==> src/rtl/dil_pkg.sv <==
package dil_pkg;

  typedef enum logic [1:0] {
    ST_IDLE = 2'd0,
    ST_RUN  = 2'd1,
    ST_FIN  = 2'd2,
    ST_BAD  = 2'd3
  } dil_state_e;

  localparam logic [1:0] MODSEL_QPSK  = 2'd0;
  localparam logic [1:0] MODSEL_QAM16 = 2'd1;
  localparam logic [1:0] MODSEL_QAM64 = 2'd2;

  localparam logic [1:0] RATESEL_HALF     = 2'd0;
  localparam logic [1:0] RATESEL_TWOTHIRD = 2'd1;
  localparam logic [1:0] RATESEL_THREEQTR = 2'd2;

endpackage

==> src/rtl/dil_depth_lut.sv <==
module dil_depth_lut #(
  parameter int COL_W = 6,
  parameter int SEL_W = 3
) (
  input  logic [1:0]       mod_sel,
  input  logic [1:0]       rate_sel,
  input  logic [SEL_W-1:0] size_sel,
  output logic             cfg_ok,
  output logic [1:0]       grp,
  output logic [COL_W-1:0] ncol
);
  import dil_pkg::*;

  localparam int PROD_W = COL_W + SEL_W + 1;

  logic [COL_W-1:0]  step;
  logic [SEL_W:0]    count;
  logic [SEL_W:0]    size_p1;
  logic [PROD_W-1:0] prod;

  // Each permitted list is an arithmetic run: step, 2*step, ...
  always_comb begin
    step  = '0;
    count = '0;
    grp   = 2'd1;
    unique case ({mod_sel, rate_sel})
      {MODSEL_QPSK,  RATESEL_HALF}:     begin step = COL_W'(6);  count = (SEL_W+1)'(6); grp = 2'd1; end
      {MODSEL_QPSK,  RATESEL_THREEQTR}: begin step = COL_W'(9);  count = (SEL_W+1)'(4); grp = 2'd1; end
      {MODSEL_QAM16, RATESEL_HALF}:     begin step = COL_W'(12); count = (SEL_W+1)'(3); grp = 2'd2; end
      {MODSEL_QAM16, RATESEL_THREEQTR}: begin step = COL_W'(18); count = (SEL_W+1)'(2); grp = 2'd2; end
      {MODSEL_QAM64, RATESEL_HALF}:     begin step = COL_W'(18); count = (SEL_W+1)'(2); grp = 2'd3; end
      {MODSEL_QAM64, RATESEL_TWOTHIRD}: begin step = COL_W'(24); count = (SEL_W+1)'(1); grp = 2'd3; end
      {MODSEL_QAM64, RATESEL_THREEQTR}: begin step = COL_W'(27); count = (SEL_W+1)'(1); grp = 2'd3; end
      default: begin step = '0; count = '0; grp = 2'd1; end
    endcase
  end

  assign size_p1 = {1'b0, size_sel} + {{SEL_W{1'b0}}, 1'b1};
  assign prod    = {{(SEL_W+1){1'b0}}, step} * {{COL_W{1'b0}}, size_p1};
  assign ncol    = prod[COL_W-1:0];
  assign cfg_ok  = (count != '0) && ({1'b0, size_sel} < count);

endmodule

==> src/rtl/dil_ctrl.sv <==
module dil_ctrl (
  input  logic clk,
  input  logic rst_n,
  input  logic start,
  input  logic cfg_ok,
  input  logic last,
  output logic load,
  output logic adv,
  output logic busy,
  output logic valid,
  output logic done,
  output logic err
);
  import dil_pkg::*;

  dil_state_e state_q;
  dil_state_e state_d;

  always_comb begin
    state_d = state_q;
    unique case (state_q)
      ST_IDLE: if (start) state_d = cfg_ok ? ST_RUN : ST_BAD;
      ST_RUN:  if (last)  state_d = ST_FIN;
      ST_FIN:  state_d = ST_IDLE;
      ST_BAD:  state_d = ST_IDLE;
      default: state_d = ST_IDLE;
    endcase
  end

  always_ff @(posedge clk or negedge rst_n) begin
    if (!rst_n) state_q <= ST_IDLE;
    else        state_q <= state_d;
  end

  assign load  = (state_q == ST_IDLE) && start && cfg_ok;
  assign adv   = (state_q == ST_RUN);
  assign valid = (state_q == ST_RUN);
  assign done  = (state_q == ST_FIN);
  assign err   = (state_q == ST_BAD);
  assign busy  = (state_q != ST_IDLE);

endmodule

==> src/rtl/dil_addr_path.sv <==
module dil_addr_path #(
  parameter int ROW_W = 4,
  parameter int COL_W = 6
) (
  input  logic                   clk,
  input  logic                   rst_n,
  input  logic                   load,
  input  logic                   adv,
  input  logic [1:0]             grp_in,
  input  logic [COL_W-1:0]       ncol_in,
  output logic [ROW_W+COL_W-1:0] addr,
  output logic                   last
);
  localparam logic [ROW_W-1:0] ROW_LAST = {ROW_W{1'b1}};
  localparam logic [COL_W-1:0] COL_ONE  = {{(COL_W-1){1'b0}}, 1'b1};

  // configuration captured on an accepted start
  logic [1:0]       grp_q;
  logic [COL_W-1:0] ncol_q;

  // walking counters
  logic [ROW_W-1:0] row_q, row_d;
  logic [COL_W-1:0] pos_q, pos_d;
  logic [COL_W-1:0] base_q, base_d;
  logic [1:0]       sub_q, sub_d;
  logic [1:0]       rot_q, rot_d;

  logic             cnt_en;
  logic             row_end;
  logic [2:0]       sum;
  logic [2:0]       lane;
  logic [COL_W-1:0] col;

  assign cnt_en  = load | adv;
  assign row_end = (pos_q == ncol_q - COL_ONE);
  assign last    = row_end && (row_q == ROW_LAST);

  always_comb begin
    row_d  = row_q;
    pos_d  = pos_q;
    base_d = base_q;
    sub_d  = sub_q;
    rot_d  = rot_q;
    if (load) begin
      row_d  = '0;
      pos_d  = '0;
      base_d = '0;
      sub_d  = '0;
      rot_d  = '0;
    end else if (adv) begin
      if (row_end) begin
        row_d  = row_q + {{(ROW_W-1){1'b0}}, 1'b1};
        pos_d  = '0;
        base_d = '0;
        sub_d  = '0;
        rot_d  = (rot_q == grp_q - 2'd1) ? 2'd0 : rot_q + 2'd1;
      end else begin
        pos_d = pos_q + COL_ONE;
        if (sub_q == grp_q - 2'd1) begin
          sub_d  = 2'd0;
          base_d = base_q + {{(COL_W-2){1'b0}}, grp_q};
        end else begin
          sub_d = sub_q + 2'd1;
        end
      end
    end
  end

  always_ff @(posedge clk or negedge rst_n) begin
    if (!rst_n) begin
      grp_q  <= 2'd1;
      ncol_q <= '0;
    end else if (load) begin
      grp_q  <= grp_in;
      ncol_q <= ncol_in;
    end
  end

  always_ff @(posedge clk or negedge rst_n) begin
    if (!rst_n) begin
      row_q  <= '0;
      pos_q  <= '0;
      base_q <= '0;
      sub_q  <= '0;
      rot_q  <= '0;
    end else if (cnt_en) begin
      row_q  <= row_d;
      pos_q  <= pos_d;
      base_q <= base_d;
      sub_q  <= sub_d;
      rot_q  <= rot_d;
    end
  end

  // rotated lane inside the group: (sub + rot) mod grp, both below grp
  assign sum  = {1'b0, sub_q} + {1'b0, rot_q};
  assign lane = (sum >= {1'b0, grp_q}) ? (sum - {1'b0, grp_q}) : sum;
  assign col  = base_q + {{(COL_W-3){1'b0}}, lane};
  assign addr = {col, row_q};

endmodule

==> src/rtl/dil_addr_gen.sv <==
module dil_addr_gen #(
  parameter int ROW_W = 4,
  parameter int COL_W = 6,
  parameter int SEL_W = 3
) (
  input  logic                   clk,
  input  logic                   rst_n,
  input  logic                   start,
  input  logic [1:0]             mod_sel,
  input  logic [1:0]             rate_sel,
  input  logic [SEL_W-1:0]       size_sel,
  output logic [ROW_W+COL_W-1:0] addr,
  output logic                   addr_valid,
  output logic                   done,
  output logic                   err,
  output logic                   busy
);
  logic [1:0]       rst_sync_q;
  logic             rst_int_n;
  logic             cfg_ok;
  logic [1:0]       grp;
  logic [COL_W-1:0] ncol;
  logic             load;
  logic             adv;
  logic             last;

  // asynchronous assertion, synchronous release
  always_ff @(posedge clk or negedge rst_n) begin
    if (!rst_n) rst_sync_q <= 2'b00;
    else        rst_sync_q <= {rst_sync_q[0], 1'b1};
  end
  assign rst_int_n = rst_sync_q[1];

  dil_depth_lut #(.COL_W(COL_W), .SEL_W(SEL_W)) u_lut (
    .mod_sel  (mod_sel),
    .rate_sel (rate_sel),
    .size_sel (size_sel),
    .cfg_ok   (cfg_ok),
    .grp      (grp),
    .ncol     (ncol)
  );

  dil_ctrl u_ctrl (
    .clk    (clk),
    .rst_n  (rst_int_n),
    .start  (start),
    .cfg_ok (cfg_ok),
    .last   (last),
    .load   (load),
    .adv    (adv),
    .busy   (busy),
    .valid  (addr_valid),
    .done   (done),
    .err    (err)
  );

  dil_addr_path #(.ROW_W(ROW_W), .COL_W(COL_W)) u_path (
    .clk     (clk),
    .rst_n   (rst_int_n),
    .load    (load),
    .adv     (adv),
    .grp_in  (grp),
    .ncol_in (ncol),
    .addr    (addr),
    .last    (last)
  );

endmodule

==> config.mk <==
export PLATFORM = sky130hd
export DESIGN_NAME = dil_addr_gen
export DESIGN_NICKNAME = d
export VERILOG_FILES = /design/src/rtl/dil_pkg.sv /design/src/rtl/dil_depth_lut.sv /design/src/rtl/dil_ctrl.sv /design/src/rtl/dil_addr_path.sv /design/src/rtl/dil_addr_gen.sv
export SDC_FILE = /design/constraint.sdc
export NUM_CORES = 1
export LEC_CHECK = 0
export CAP_MARGIN = 20
export CORE_MARGIN = 3
export CORE_UTILIZATION = 55
export DETAILED_ROUTE_END_ITERATION = 8
export PLACE_DENSITY_LB_ADDON = 0.12
export RECOVER_POWER = 25
export SLEW_MARGIN = 20
export SYNTH_ARGS = -nofsm -noshare
export SYNTH_HDL_FRONTEND = slang
export SYNTH_SLANG_ARGS = --single-unit
==> constraint.sdc <==
create_clock -name clk -period 4.8 [get_ports clk]
set_input_delay 0.96 -clock clk [delete_from_list [all_inputs] [get_ports clk]]
set_output_delay 0.96 -clock clk [all_outputs]
set_load 0.005 [all_outputs]
==> metrics.txt, run 1 <==
# TYPE chip_impl_metric gauge
chip_impl_metric{name="arrival",unit="ns"} 3.62
chip_impl_metric{name="avgRoutedWirePerCell",unit="µm"} 14.8
chip_impl_info{name="netlist.top_cell.by_area",value="sky130_fd_sc_hd__dfrtp_1"} 1
chip_impl_metric{name="dpl.cell_count",unit=""} 379
chip_impl_metric{name="worst_ir_drop_vdd",unit="mV"} 0.576
chip_impl_metric{name="syn-cell-area",unit="µm²"} 2640
chip_impl_metric{name="post_layout_nonfiller_instances",unit=""} 392
chip_impl_metric{name="ys_seq_area_frac",unit=""} 0.304
chip_impl_metric{name="design_area",unit="µm²"} 3120
chip_impl_metric{name="synth-compound-area-share",unit=""} 0.159
chip_impl_metric{name="clockBufferDepth",unit=""} 2
chip_impl_metric{name="synth.avg_cell_area",unit="µm²"} 8.70
chip_impl_info{name="timing.critical_path.to_type",value="output pin"} 1
chip_impl_metric{name="cp_max_fo",unit=""} 4
chip_impl_info{name="largest_cells_by_area_after_synthesis",value="sky130_fd_sc_hd__dfrtp_1, sky130_fd_sc_hd__ha_1, sky130_fd_sc_hd__fa_1, sky130_fd_sc_hd__nor2_1, sky130_fd_sc_hd__a21oi_1"} 1
chip_impl_info{name="setup.worst_path.start_class",value="flip-flop"} 1
chip_impl_info{name="timing.setup.critical_path_class",value="flip-flop to output pin"} 1
chip_impl_metric{name="clock.fmax",unit="MHz"} 218
chip_impl_metric{name="nFillCells",unit=""} 359
chip_impl_metric{name="timing.hold.ws",unit="ns"} 0.0184
chip_impl_metric{name="io-pin-count",unit=""} 24
chip_impl_metric{name="finish.net_count",unit=""} 378
chip_impl_metric{name="netlist.area_leader.share",unit=""} 0.294
chip_impl_metric{name="number_of_enable_flip_flop_cells_after_synthesis",unit=""} 0
chip_impl_metric{name="utilization_of_the_core_after_routing",unit=""} 0.697
chip_impl_metric{name="synthesis.nets",unit=""} 342
chip_impl_metric{name="clkSlewWorstSetupHoldPaths",unit="ns"} 0.06
chip_impl_metric{name="power.static_leakage",unit="µW"} 0.00137
chip_impl_metric{name="die_y",unit="µm"} 75.2
chip_impl_metric{name="design.core.area",unit="µm²"} 4470
chip_impl_info{name="failed_checks",value="capacitance limit, slew limit"} 1
chip_impl_metric{name="slew_violations",unit=""} 30
chip_impl_metric{name="hold_violations",unit=""} 0
chip_impl_metric{name="insertedDiodeCount",unit=""} 0
chip_impl_metric{name="area.sequential",unit="µm²"} 802
chip_impl_metric{name="synthAdderAreaFrac",unit=""} 0.167
chip_impl_metric{name="synth-async-reset-ratio",unit=""} 1.00
chip_impl_metric{name="finalCriticalPeriod",unit="ns"} 4.58
chip_impl_metric{name="min_period_over_period",unit=""} 0.955
chip_impl_info{name="cts_root_buf",value="sky130_fd_sc_hd__clkbuf_8"} 1
chip_impl_metric{name="detailedRoute.firstIterationViolations",unit=""} 140
chip_impl_metric{name="clock_sinks",unit=""} 32
chip_impl_metric{name="synth.mux.area_fraction",unit=""} 0.0285
chip_impl_info{name="synth-main-ff-cell",value="sky130_fd_sc_hd__dfrtp_1"} 1
chip_impl_metric{name="grt_util_all_layers",unit=""} 0.225
chip_impl_metric{name="cap_viol_max_count",unit=""} 1
chip_impl_metric{name="netlist-cell-type-count",unit=""} 51
chip_impl_metric{name="route.antenna.remaining_nets",unit=""} 0
chip_impl_metric{name="grt_pass1_wl",unit="mm"} 9.87
chip_impl_metric{name="final_layout_size_suffix_gt1_frac",unit=""} 0.121
chip_impl_metric{name="cts_made_buffers",unit=""} 5
chip_impl_metric{name="initial_util",unit=""} 0.589
chip_impl_metric{name="area_growth",unit="%"} 18.4
chip_impl_metric{name="worst_clock_skew",unit="ns"} 0.000939
chip_impl_metric{name="place.gp.congestion",unit=""} 0.944
chip_impl_info{name="largest_family_of_logic_cells_by_synthesized_area",value="simple AND/OR/NAND/NOR gates"} 1
chip_impl_metric{name="vias_per_cell",unit=""} 5.85
chip_impl_info{name="status",value="complete, but fails checks"} 1
chip_impl_metric{name="timing.slew.headroom",unit=""} -0.0482
chip_impl_metric{name="htree_num_levels",unit=""} 2
chip_impl_metric{name="detailedPlacementHpwl",unit="mm"} 4.30
chip_impl_metric{name="critPathRequiredTime",unit="ns"} 3.84
chip_impl_metric{name="clkLatencyLatePin",unit="ns"} 0.28
chip_impl_metric{name="first_global_vias",unit=""} 2225
chip_impl_metric{name="setup_tns",unit="ns"} 0
chip_impl_metric{name="yosys_register_bits",unit=""} 32
chip_impl_metric{name="post_synth_inst_count",unit=""} 303
chip_impl_metric{name="drcViolationCount",unit=""} 0
chip_impl_metric{name="cts_hold_buf",unit=""} 0
chip_impl_metric{name="port_buffers",unit=""} 23
chip_impl_metric{name="detail_route.wirelength",unit="mm"} 5.78
chip_impl_metric{name="grt_start_max_net_pins",unit=""} 32
chip_impl_metric{name="worstRegToRegCells",unit=""} 8
chip_impl_info{name="rsz0062_at_grt",value="false"} 1
chip_impl_metric{name="firstDrtPassIters",unit=""} 4
chip_impl_metric{name="multiInputGateArea",unit="µm²"} 1760
chip_impl_metric{name="via_count",unit=""} 2295
chip_impl_metric{name="synthesis.yosys.warnings",unit=""} 0
chip_impl_metric{name="worst_max_slew_pin_slew",unit="ns"} 1.57
chip_impl_info{name="min_path_type",value="flip-flop to asynchronous set/reset pin"} 1
chip_impl_metric{name="post_synth_xor_area_fraction",unit=""} 0.0831
chip_impl_metric{name="overflow",unit=""} 0
chip_impl_metric{name="antenna_found_initial",unit=""} 0
chip_impl_metric{name="fp.dieArea",unit="µm²"} 5660
chip_impl_metric{name="placementRows",unit=""} 24
chip_impl_metric{name="power_density",unit="nW/µm²"} 779
chip_impl_info{name="tritoncts",value="done"} 1
chip_impl_metric{name="synth_simple_gate_area_frac",unit=""} 0.219
chip_impl_metric{name="finish_stage_setup_viols",unit=""} 0
chip_impl_metric{name="post_place_instance_area",unit="µm²"} 2980
chip_impl_metric{name="die_width",unit="µm"} 75.2
area by class of cell:
| cell class | count | area share |
|---|---|---|
| Clock buffer | 8 | 0.0289 |
| Inverter | 17 | 0.0205 |
| Multi-Input combinational cell | 245 | 0.564 |
| Sequential cell | 32 | 0.257 |
| Tap cell | 52 | 0.0209 |
| Timing Repair Buffer | 38 | 0.109 |
cells in the final DEF, fill, tap and decap left out, drive strengths merged, types with 2 or more instances in the layout:
cell type      instances
clkbuf                 9
nand3                 16
nor2b                  3
o21ai                 14
and2                   3
mux2i                  3
a21boi                 2
nand4                  3
a21o                   7
buf                   14
nor4                   2
xnor2                 14
nand2                 26
a31oi                  4
ha                    20
inv                   17
xor2                  11
or4                    2
o31ai                  2
and3b                  3
or2                    3
or3                    4
fa                     9
clkdlybuf4s50         23
dfrtp                 31
a21oi                 26
nor2                  34
nand2b                 7
mux2                   4
nor3                   8
power by group:
| group | internal (µW) | total [µW] | switching [µW] |
|---|---|---|---|
| clock network | 117 | 212 | 95.6 |
| logic | 893 | 1670 | 781 |
| registers | 394 | 544 | 150 |
| total | 1400 | 2430 | 1030 |
metrics by stage:
stage,total power [µW],setup slack [ns]
after floorplan,1500,0.605
after global placement,2020,0.261
after detailed placement,2070,0.161
after CTS,2370,0.0306
after global routing,2680,0.0422
final,2430,0.216
worst paths after layout:
check,startpoint,end,slack [ns]
max,u_path.rot_q[0],addr[8],0.22
min,rst_sync_q[1],u_path.rot_q[1],0.02
max reg2reg,u_path.ncol_q[0],u_path.base_q[5],2.12
min reg2reg,rst_sync_q[1],u_path.rot_q[1],0.02
max in group asynchronous,rst_sync_q[1],u_path.ncol_q[4],3.12
min in group clk,rst_sync_q[0],rst_sync_q[1],0.35
flip-flops by register name, summed over array words and instances, names as in the netlist:
| name | count |
|---|---|
| u_path.grp_q | 2 |
| u_path.rot_q | 2 |
| u_path.base_q | 6 |
| u_ctrl.state_q | 2 |
| u_path.sub_q | 2 |
| u_path.row_q | 4 |
| u_path.ncol_q | 6 |
| rst_sync_q | 2 |
| u_path.pos_q | 6 |
cell usage after synthesis (all sizes together), types with 2 or more instances:
master  instances
ha             20
or2             3
o21ai          14
or4             2
a31oi           4
a21o            7
nand4           3
fa              9
and3b           3
nand3          16
nor4            2
a21boi          2
clkbuf          7
inv            17
nor2b           3
nor3            8
a21oi          26
o31ai           2
xor2           11
mux2            4
and2            3
nand2b          7
or3             4
nor2           34
buf             2
mux2i           3
xnor2          14
nand2          26
dfrtp          31
worst max-delay path: stages (launching register included):
cell and delay, ns:
sky130_fd_sc_hd__dfrtp_1 0.36, sky130_fd_sc_hd__ha_1 0.14, sky130_fd_sc_hd__inv_1 0.05, sky130_fd_sc_hd__fa_2 0.55, sky130_fd_sc_hd__inv_1 0.05, sky130_fd_sc_hd__ha_1 0.27
sky130_fd_sc_hd__o21ai_0 0.06, sky130_fd_sc_hd__and3b_2 0.24, sky130_fd_sc_hd__nand2_1 0.07, sky130_fd_sc_hd__o21ai_0 0.08, sky130_fd_sc_hd__ha_2 0.21, sky130_fd_sc_hd__fa_2 0.39
sky130_fd_sc_hd__a21o_1 0.17, sky130_fd_sc_hd__nand2_1 0.07, sky130_fd_sc_hd__xnor2_1 0.11, sky130_fd_sc_hd__clkdlybuf4s50_1 0.51
metal layers:
metal  wire [µm]  up-vias  GRT usage
li1            -     1125          -
met1        2800     1107      0.327
met2        2680       51      0.342
met5           0        -          0
met3         239       12     0.0467
met4          67        0     0.0583
cell families (layout without fill, tap and decap cells):
family	Yosys count	count (layout)
other	1	1
xor gates and xnor gates	25	25
adders and majority gates	30	30
muxes	7	7
and+or+nand+nor	117	117
DFF	32	32
buffers and inverters	26	63
AOI/OAI and AO/OA	65	65
timing repair:
action	4_1_cts	5_1_grt
resized for setup	1	5
pin swaps	0	1
buffers inserted	3	2
endpoints found under the setup margin	3	4
No activity file was read; power rests on OpenSTA's default activity.
==> inputs of run 2 (changes only) <==
--- a/config.mk
+++ b/config.mk
@@ -6,12 +6,14 @@
 export NUM_CORES = 1
 export LEC_CHECK = 0
 export CAP_MARGIN = 20
+export CELL_PAD_IN_SITES_DETAIL_PLACEMENT = 0
+export CELL_PAD_IN_SITES_GLOBAL_PLACEMENT = 2
 export CORE_MARGIN = 3
-export CORE_UTILIZATION = 55
+export CORE_UTILIZATION = 36
 export DETAILED_ROUTE_END_ITERATION = 8
 export PLACE_DENSITY_LB_ADDON = 0.12
 export RECOVER_POWER = 25
-export SLEW_MARGIN = 20
+export SLEW_MARGIN = 25
 export SYNTH_ARGS = -nofsm -noshare
 export SYNTH_HDL_FRONTEND = slang
 export SYNTH_SLANG_ARGS = --single-unit
==> run 2 against run 1 <==
Net effect: the run still ends with capacitance limit, slew limit left; sequential power increased by 3%; wire length increased by 2.4%; global-route usage decreased by 7.2 points.
==> metrics.txt, run 2 (same netlist as run 1, synthesis figures left out) <==
# TYPE chip_impl_metric gauge
chip_impl_metric{name="grt_start_max_net_pins",unit=""} 32
chip_impl_metric{name="place.gp.congestion",unit=""} 0.810
chip_impl_info{name="crit_slowest_cell",value="sky130_fd_sc_hd__fa_2"} 1
chip_impl_metric{name="critPathRequiredTime",unit="ns"} 3.84
chip_impl_info{name="critical_path.top_delay_family",value="adder cells"} 1
chip_impl_metric{name="area_growth",unit="%"} 20.9
chip_impl_info{name="cts_root_buf",value="sky130_fd_sc_hd__clkbuf_8"} 1
chip_impl_metric{name="die_y",unit="µm"} 91.6
chip_impl_info{name="rsz0062_at_grt",value="false"} 1
chip_impl_metric{name="cts_made_buffers",unit=""} 5
chip_impl_metric{name="detailedRoute.firstIterationViolations",unit=""} 56
chip_impl_metric{name="worst_max_slew_pin_slew",unit="ns"} 1.76
chip_impl_metric{name="clkLatencyLatePin",unit="ns"} 0.28
chip_impl_metric{name="via_count",unit=""} 2174
chip_impl_metric{name="finish_stage_setup_viols",unit=""} 0
chip_impl_metric{name="hold_violations",unit=""} 0
chip_impl_info{name="layout_common_cells",value="sky130_fd_sc_hd__nor2_1, sky130_fd_sc_hd__dfrtp_1, sky130_fd_sc_hd__nand2_1"} 1
chip_impl_metric{name="cp_max_fo",unit=""} 4
chip_impl_info{name="min_path_type",value="flip-flop to flip-flop"} 1
chip_impl_metric{name="finalCriticalPeriod",unit="ns"} 4.57
chip_impl_metric{name="cap_viol_max_count",unit=""} 1
chip_impl_metric{name="die_width",unit="µm"} 91.6
chip_impl_metric{name="clockBufferDepth",unit=""} 2
chip_impl_info{name="largest_registers",value="u_path.base_q: 6 flops, u_path.ncol_q: 6 flops, u_path.pos_q: 6 flops"} 1
chip_impl_metric{name="finish.net_count",unit=""} 378
chip_impl_metric{name="worst_clock_skew",unit="ns"} 0.00816
chip_impl_metric{name="final_layout_size_suffix_gt1_frac",unit=""} 0.124
chip_impl_metric{name="timing.slew.headroom",unit=""} -0.170
chip_impl_metric{name="first_global_vias",unit=""} 2154
chip_impl_metric{name="port_buffers",unit=""} 23
chip_impl_metric{name="placementRows",unit=""} 30
chip_impl_metric{name="detail_route.wirelength",unit="mm"} 5.92
chip_impl_metric{name="arrival",unit="ns"} 3.61
chip_impl_metric{name="detailedPlacementHpwl",unit="mm"} 4.45
chip_impl_metric{name="design.core.area",unit="µm²"} 6940
chip_impl_metric{name="timing.hold.ws",unit="ns"} 0.361
chip_impl_metric{name="grt_util_all_layers",unit=""} 0.153
chip_impl_metric{name="clock.fmax",unit="MHz"} 219
chip_impl_metric{name="dpl.cell_count",unit=""} 423
chip_impl_metric{name="overflow",unit=""} 0
chip_impl_metric{name="insertedDiodeCount",unit=""} 0
chip_impl_info{name="setup.worst_path.start_class",value="flip-flop"} 1
chip_impl_metric{name="io-pin-count",unit=""} 24
chip_impl_metric{name="slew_violations",unit=""} 31
chip_impl_info{name="tritoncts",value="done"} 1
chip_impl_metric{name="vias_per_cell",unit=""} 4.99
chip_impl_metric{name="clock_sinks",unit=""} 32
chip_impl_metric{name="route.antenna.remaining_nets",unit=""} 0
chip_impl_metric{name="min_period_over_period",unit=""} 0.953
chip_impl_info{name="critPathMostFrequentCell",value="sky130_fd_sc_hd__ha_1"} 1
chip_impl_metric{name="timing.critical_path.slowest_cell_delay",unit="ns"} 0.57
chip_impl_info{name="failed_checks",value="capacitance limit, slew limit"} 1
chip_impl_metric{name="worst_ir_drop_vdd",unit="mV"} 0.386
chip_impl_metric{name="power_density",unit="nW/µm²"} 752
chip_impl_info{name="timing.setup.critical_path_class",value="flip-flop to output pin"} 1
chip_impl_info{name="mostFrequentLayoutCell",value="sky130_fd_sc_hd__nor2_1"} 1
chip_impl_metric{name="htree_num_levels",unit=""} 2
chip_impl_metric{name="drcViolationCount",unit=""} 0
chip_impl_metric{name="cp.buffers_inverters",unit=""} 3
chip_impl_metric{name="fp.dieArea",unit="µm²"} 8380
chip_impl_metric{name="power.total",unit="µW"} 2400
chip_impl_info{name="timing.critical_path.to_type",value="output pin"} 1
chip_impl_metric{name="setup_tns",unit="ns"} 0
chip_impl_metric{name="post_layout_nonfiller_instances",unit=""} 436
chip_impl_info{name="status",value="complete, but fails checks"} 1
chip_impl_metric{name="avgRoutedWirePerCell",unit="µm"} 13.6
chip_impl_metric{name="grt_pass1_wl",unit="mm"} 10.5
chip_impl_metric{name="power.static_leakage",unit="µW"} 0.00139
chip_impl_info{name="crit_path_cell_trace",value="ha_1, inv_1, fa_2, inv_1, ha_1, o21ai_0, and3b_2, mux2i_2, ha_1, a21o_1, a21oi_2, nor2_1, xor2_1, clkdlybuf4s50_1"} 1
chip_impl_metric{name="clkSlewWorstSetupHoldPaths",unit="ns"} 0.07
chip_impl_metric{name="antenna_found_initial",unit=""} 0
chip_impl_metric{name="firstDrtPassIters",unit=""} 4
chip_impl_metric{name="initial_util",unit=""} 0.379
run 2: cell count changes in the layout (fill, tap and decap cells not counted), sizes merged:
| cell | delta |
|---|---|
| dlymetal6s2s | +1 |
| clkdlybuf4s50 | -1 |
run 2: repair_timing:
| action | 4_1_cts | 5_1_grt |
|---|---|---|
| hold buffers | 0 | 0 |
| buffers inserted | 3 | 2 |
| pin swaps | 0 | 1 |
| gates resized for setup | 1 | 6 |
| endpoints found under the setup margin | 3 | 3 |
run 2: worst paths after layout:
check / startpoint / end / slack (ns) / cells past startpoint
max reg2reg: u_path.ncol_q[0] / u_path.base_q[3] / 2.16 / 8
max: u_path.sub_q[0] / addr[9] / 0.23 / 14
min in group asynchronous: rst_sync_q[1] / u_path.row_q[1] / 0.80 / 1
min: rst_sync_q[0] / rst_sync_q[1] / 0.36 / 0
max in group asynchronous: rst_sync_q[1] / u_path.ncol_q[0] / 2.98 / 1
min reg2reg: rst_sync_q[0] / rst_sync_q[1] / 0.36 / 0
run 2: layout make-up:
| class | instances | area, µm² |
|---|---|---|
| clock buffer | 8 | 100 |
| sequential | 32 | 802 |
| multi-input combinational | 245 | 1760 |
| tap | 96 | 120 |
| inverter | 17 | 63.8 |
| timing repair buffer | 38 | 342 |
| fill | 674 | 3760 |
run 2: routing by layer:
layer | routed length (µm) | vias to the layer above | track usage
li1 | - | 1122 | -
met1 | 2990 | 1017 | 0.208
met2 | 2710 | 28 | 0.247
met3 | 153 | 7 | 0.0273
met4 | 71 | 0 | 0.0427
met5 | 0 | - | 0
run 2: through the flow:
stage / cell area, µm² / util / worst slack, ns
floorplan: 2640 / - / 0.605
global placement: 3030 / 0.437 / 0.225
detailed placement: 3030 / 0.437 / 0.211
CTS: 3160 / 0.455 / 0.0167
global route: 3190 / 0.459 / 0.00758
finish: 3190 / 0.459 / 0.228
run 2: where the power goes:
| part | internal [µW] | switching, µW | leakage, µW |
|---|---|---|---|
| clock | 131 | 105 | 0.0000515 |
| combinational | 874 | 728 | 0.000957 |
| sequential | 394 | 165 | 0.000377 |
| total | 1400 | 997 | 0.00139 |
